[src/rtl/qdac_pkg.sv]
package qdac_pkg;
  // Lowest bit of channel ch in a flat code vector
  function automatic int unsigned lane_lsb(input int unsigned ch, input int unsigned dw);
    return ch * dw;
  endfunction

  // Effective output-latch load control: single-buffered builds keep it transparent
  function automatic logic eff_load_n(input logic ld_n, input bit double_buf);
    return double_buf ? ld_n : 1'b0;
  endfunction
endpackage

[src/rtl/qdac_sync.sv]
module qdac_sync #(
  parameter int W = 8,
  parameter int STAGES = 2,
  parameter logic [W-1:0] RST_VAL = '0
) (
  input  logic         clk,
  input  logic         rst_n,
  input  logic [W-1:0] d,
  output logic [W-1:0] q
);
  logic [STAGES-1:0][W-1:0] pipe;

  always_ff @(posedge clk or negedge rst_n) begin
    if (!rst_n) pipe <= {STAGES{RST_VAL}};
    else begin
      pipe[0] <= d;
      for (int s = 1; s < STAGES; s++) pipe[s] <= pipe[s-1];
    end
  end

  assign q = pipe[STAGES-1];
endmodule

[src/rtl/qdac_in_bank.sv]
module qdac_in_bank #(
  parameter int NCH = 4,
  parameter int DW = 8,
  parameter int AW = 2
) (
  input  logic                    clk,
  input  logic                    rst_n,
  input  logic                    wr_n,
  input  logic [AW-1:0]           addr,
  input  logic [DW-1:0]           data,
  output logic [NCH-1:0][DW-1:0]  in_q,
  output logic [NCH-1:0][DW-1:0]  in_next,
  output logic [NCH-1:0]          wr_sel
);
  for (genvar i = 0; i < NCH; i++) begin : g_ch
    assign wr_sel[i]  = !wr_n && (addr == AW'(i));
    assign in_next[i] = wr_sel[i] ? data : in_q[i];

    always_ff @(posedge clk or negedge rst_n) begin
      if (!rst_n) in_q[i] <= '0;
      else        in_q[i] <= in_next[i];
    end
  end

  p_sel_onehot_r1: assert property (@(posedge clk) disable iff (!rst_n) $onehot0(wr_sel))
    else $error("R1: more than one channel selected");
  p_keep_idle_r3: assert property (@(posedge clk) disable iff (!rst_n) wr_n |=> $stable(in_q))
    else $error("R3: input latch moved with write strobe high");
  p_follow_r2: assert property (@(posedge clk) disable iff (!rst_n)
      !wr_n |=> in_q[$past(addr)] == $past(data))
    else $error("R2: addressed latch did not follow the bus");
endmodule

[src/rtl/qdac_out_bank.sv]
module qdac_out_bank
  import qdac_pkg::*;
#(
  parameter int NCH = 4,
  parameter int DW = 8,
  parameter bit DOUBLE_BUF = 1'b1
) (
  input  logic                    clk,
  input  logic                    rst_n,
  input  logic                    ld_n,
  input  logic [NCH-1:0][DW-1:0]  in_next,
  output logic [NCH-1:0][DW-1:0]  dac_q
);
  logic load_open_n;
  assign load_open_n = eff_load_n(ld_n, DOUBLE_BUF);

  always_ff @(posedge clk or negedge rst_n) begin
    if (!rst_n)            dac_q <= '0;
    else if (!load_open_n) dac_q <= in_next;
  end

  p_hold_r4: assert property (@(posedge clk) disable iff (!rst_n)
      (DOUBLE_BUF && ld_n) |=> $stable(dac_q))
    else $error("R4: output latch moved with load strobe high");
endmodule

[src/rtl/quad_dac_frontend.sv]
module quad_dac_frontend
  import qdac_pkg::*;
#(
  parameter int NCH = 4,
  parameter int DW = 8,
  parameter bit DOUBLE_BUF = 1'b1,
  parameter int SYNC_STAGES = 2,
  localparam int AW = (NCH > 1) ? $clog2(NCH) : 1,
  localparam int SW = 2 + AW + DW
) (
  input  logic              clk,
  input  logic              rst_n,
  input  logic [DW-1:0]     data_i,
  input  logic [AW-1:0]     addr_i,
  input  logic              wr_n_i,
  input  logic              ld_n_i,
  output logic [NCH*DW-1:0] code_o
);
  // Strobes idle high, bus and address idle zero
  localparam logic [SW-1:0] SYNC_RST = {2'b11, {(AW+DW){1'b0}}};

  logic [SW-1:0] sync_q;
  logic          s_wr_n, s_ld_n;
  logic [AW-1:0] s_addr;
  logic [DW-1:0] s_data;

  qdac_sync #(.W(SW), .STAGES(SYNC_STAGES), .RST_VAL(SYNC_RST)) u_sync (
    .clk(clk), .rst_n(rst_n),
    .d({wr_n_i, ld_n_i, addr_i, data_i}),
    .q(sync_q)
  );
  assign {s_wr_n, s_ld_n, s_addr, s_data} = sync_q;

  logic [NCH-1:0][DW-1:0] in_q, in_next, dac_q;
  logic [NCH-1:0]         wr_sel;

  qdac_in_bank #(.NCH(NCH), .DW(DW), .AW(AW)) u_in (
    .clk(clk), .rst_n(rst_n), .wr_n(s_wr_n), .addr(s_addr), .data(s_data),
    .in_q(in_q), .in_next(in_next), .wr_sel(wr_sel)
  );

  qdac_out_bank #(.NCH(NCH), .DW(DW), .DOUBLE_BUF(DOUBLE_BUF)) u_out (
    .clk(clk), .rst_n(rst_n), .ld_n(s_ld_n), .in_next(in_next), .dac_q(dac_q)
  );

  for (genvar i = 0; i < NCH; i++) begin : g_pack
    assign code_o[lane_lsb(i, DW) +: DW] = dac_q[i];
  end

  p_pass_r5: assert property (@(posedge clk) disable iff (!rst_n)
      (!s_ld_n && DOUBLE_BUF) |=> (dac_q == in_q))
    else $error("R5: transparent output latch lags input latch");
  p_track_r8: assert property (@(posedge clk) disable iff (!rst_n)
      !DOUBLE_BUF |-> (dac_q == in_q))
    else $error("R8: single-buffered output differs from input latch");
endmodule

[config.mk]
export PLATFORM = sky130hd
export DESIGN_NAME = quad_dac_frontend
export DESIGN_NICKNAME = d
export VERILOG_FILES = /design/src/rtl/qdac_pkg.sv /design/src/rtl/qdac_sync.sv /design/src/rtl/qdac_in_bank.sv /design/src/rtl/qdac_out_bank.sv /design/src/rtl/quad_dac_frontend.sv
export SDC_FILE = /design/constraint.sdc
export NUM_CORES = 1
export LEC_CHECK = 0
export ABC_AREA = 1
export BUFFER_PORTS_ARGS = -buffer_cell sky130_fd_sc_hd__buf_2
export CAP_MARGIN = 15
export CORE_MARGIN = 2
export CORE_UTILIZATION = 25
export CTS_BUF_LIST = sky130_fd_sc_hd__clkbuf_16
export DETAILED_ROUTE_END_ITERATION = 8
export HOLD_SLACK_MARGIN = 0.15
export PLACE_DENSITY = 0.38
export SETUP_SLACK_MARGIN = 0.02
export SKIP_CTS_REPAIR_TIMING = 1
export SLEW_MARGIN = 20
export SYNTH_ARGS = -nofsm -noshare
export SYNTH_HDL_FRONTEND = slang
export SYNTH_SLANG_ARGS = --single-unit
[constraint.sdc]
create_clock -name clk -period 1.8 [get_ports clk]
set_input_delay 0.18 -clock clk [delete_from_list [all_inputs] [get_ports clk]]
set_output_delay 0.18 -clock clk [all_outputs]
set_load 0.01 [all_outputs]
==> metrics <==
outcome=finished clean; busiest metal layer after global routing=met2; WP buf/inv=1; Buffers on Ports=between 40 and 50; worst vdd rail ir drop=between 400 and 500 µV; count of nets after finishing=420; number of endpoints with negative hold slack in the final report=0; detailed-route DRC error count=0; worst slew pin tran=between 500 and 600 ps; met2 Use GR=0.1670; Post-synth EDFFs=0; final max-slew violation count=0; TNS Setup=0 ps; primary flip-flop cell chosen by synthesis mapping=sky130_fd_sc_hd__dfrtp_1; headroom to the max-slew limit=0.6514; Worst Hold Class=in2async; Clock Latency Late Sink=around 340 ps; crit start category=flop; Mapped Area=3328 µm²; DR vias=roughly 2300; Max-Cap Viols=0; Critical Path Max Stage Delay=approximately 500 ps; number of instances in the synthesized netlist=between 300 and 400; met1 Track Usage GR=0.1541; DP Wirelength=4.917 mm; maximum number of pins on one net before global-route repair=41; flop and latch count out of synthesis=between 80 and 90; fraction of the cycle the final worst path needs=0.8408; count of antenna-violating nets left after detailed routing=0; die outline area=14250 µm²; share of post-route cells with drive strength above 1=0.1752; max frequency=0.6607 GHz; GPL Wtd Cong=between 0.6 and 0.7; worst r2r src=u_sync.q[8]; Filler cells=approximately 1400; number of antenna violations at the first check in global routing=0; cell type contributing the most total cell area after synthesis=sky130_fd_sc_hd__dfrtp_1; post-detailed-placement cell area=roughly 3800 µm²; Mean Syn Cell Area=~9.7 µm²; async set-or-reset flop fraction in the synthesized netlist=1.000; die width=119.4 µm; crit-path max FO=18; vias per cell=3.942; CTS max path bufs=2; overall routed net length=between 7 and 8 mm; data arrival at the endpoint of the critical path=roughly 1800 ps; yosys warns=0; pwr dens=between 1000 and 1500 nW/µm²; Initial Util=0.2533; cell-by-cell listing of the critical path=inv_2, nand3_1, nand2_1, nand3_1, nand2_1; shortest clock period the worst path allows after layout=around 1500 ps; clk slew on worst S/H paths=about 60 ps; wire length of the first global-routing pass=between 10 and 15 mm; number of buffers created by CTS=9; Critical-path top delay cell=sky130_fd_sc_hd__dfrtp_1; Antenna diodes=0; cell types with the largest area share after synthesis=sky130_fd_sc_hd__dfrtp_1, sky130_fd_sc_hd__nand2_1, sky130_fd_sc_hd__nand3_1; CTS tree=built; total clock sinks=just under 90; area of the core=roughly 13000 µm²; number of core rows=between 40 and 50; post-synth top area share=0.6316; DRT Pass-1 Iters=4; total congestion overflow=0; clock tree skew after final layout=around 5.4 ps; capture point of the worst reg-to-reg path=u_out.dac_q[18]; Die H=roughly 120 µm; critical path endpoint category=flop; required time of the worst setup path=2080 ps; type of the worst setup path=reg2reg; met3 Use GR=0.04215; Commonest cells post-synth=sky130_fd_sc_hd__nand2_1, sky130_fd_sc_hd__dfrtp_1, sky130_fd_sc_hd__nand3_1; global routing usage summed across all routing layers=0.1143; reg2reg setup slack=around 290 ps; Post-Syn Nets=about 360; depth of the worst register-to-register path=5; wire per inst=about 13 µm; CTS Root Buffer Type=sky130_fd_sc_hd__clkbuf_16; number of setup violations in the final report=0; via count of the first global-routing pass=between 2000 and 2500; leakage=around 2.2 nW; area added between synthesis and finish=27.82%; most numerous cell in the Yosys netlist=sky130_fd_sc_hd__nand2_1; final core area utilization=0.3238; Design Area, Final=between 4000 and 5000 µm²; number of unique standard cell types used by synthesis=11; top-level port count=between 40 and 50; unrepaired setup endpoints after global routing=false; portion of the post-synthesis area used by sequential elements=0.6632; drt first-iter violations=95; H-Tree Depth=3; cell family contributing the most delay on the critical path=simple AND/OR/NAND/NOR gates
## per-stage QoR
stage / setup slack, ps / power, mW / instances / hold slack (ps)
6_report: 286.5 / 5.145 / 587 / 349.1
5_1_grt: 59.02 / 5.444 / 587 / 360.3
4_1_cts: 262.0 / 5.210 / 574 / -182.6
3_5_place_dp: 281.4 / 3.049 / 558 / 195.7
3_3_place_gp: 338.1 / 3.042 / 558 / 194.7
2_1_floorplan: 583.0 / 2.770 / 342 / -115.6
## how the worst max path moves through the flow
stage | start | endpoint | cells after the start
finish | u_sync.q[8] | u_out.dac_q[18] | 5
CTS | u_sync.q[8] | u_out.dac_q[18] | 5
floorplan | u_sync.q[10] | u_out.dac_q[10] | 5
detailed placement | u_sync.q[8] | u_out.dac_q[18] | 5
global route | u_sync.q[8] | u_out.dac_q[21] | 5
global placement | u_sync.q[8] | u_out.dac_q[16] | 5
## cell type report
type | count | area [µm²] | share of cell area
Sequential cell | 88 | 2207 | 0.5188
Tap cell | 176 | 220.2 | 0.05176
Timing Repair Buffer | 63 | 407.9 | 0.09588
Clock buffer | 9 | 225.2 | 0.05294
Inverter | 44 | 165.2 | 0.03882
Multi-Input combinational cell | 200 | 915.9 | 0.2153
Clock inverter | 7 | 112.6 | 0.02647
## report_power, final
group | internal [mW] | switching (mW) | total (mW)
clock network | 1.35 | 0.782 | 2.13
logic | 0.284 | 0.384 | 0.668
registers | 2.24 | 0.107 | 2.35
## routing by layer
layer	vias up	part of all wire
met5	-	0
met1	1080	0.49
li1	1177	-
met4	0	0.017
met3	10	0.048
met2	47	0.44
## worst register-to-register path, stage by stage (launching register included)
cell and delay [ps]:
sky130_fd_sc_hd__dfrtp_1 500, sky130_fd_sc_hd__inv_2 280, sky130_fd_sc_hd__nand3_1 340, sky130_fd_sc_hd__nand2_1 170
sky130_fd_sc_hd__nand3_1 90, sky130_fd_sc_hd__nand2_1 70
## state kept, by name (all words and copies together), names as in the netlist
name         cells
u_in.in_q       32
u_out.dac_q     32
u_sync.pipe     12
u_sync.q        12
## cells in the final DEF, fill, tap and decap left out, drive strengths merged
master       Yosys  layout
nand2          107     107
dfrtp           84      84
nand3           58      58
buf              2      50
inv             44      46
and2            32      32
dlygate4sd3      0      13
clkbuf           8       9
dfstp            4       4
bufinv           0       3
nor2             3       3
clkinvlp         0       2
## kinds of logic (layout without fill, tap and decap cells)
group,Yosys count,after routing,synth area share
DFF,88,88,0.6632
buffers and inverters,54,123,0.06165
and+or+nand+nor,200,200,0.2752
Note: power is estimated with default switching activity, not from simulation.
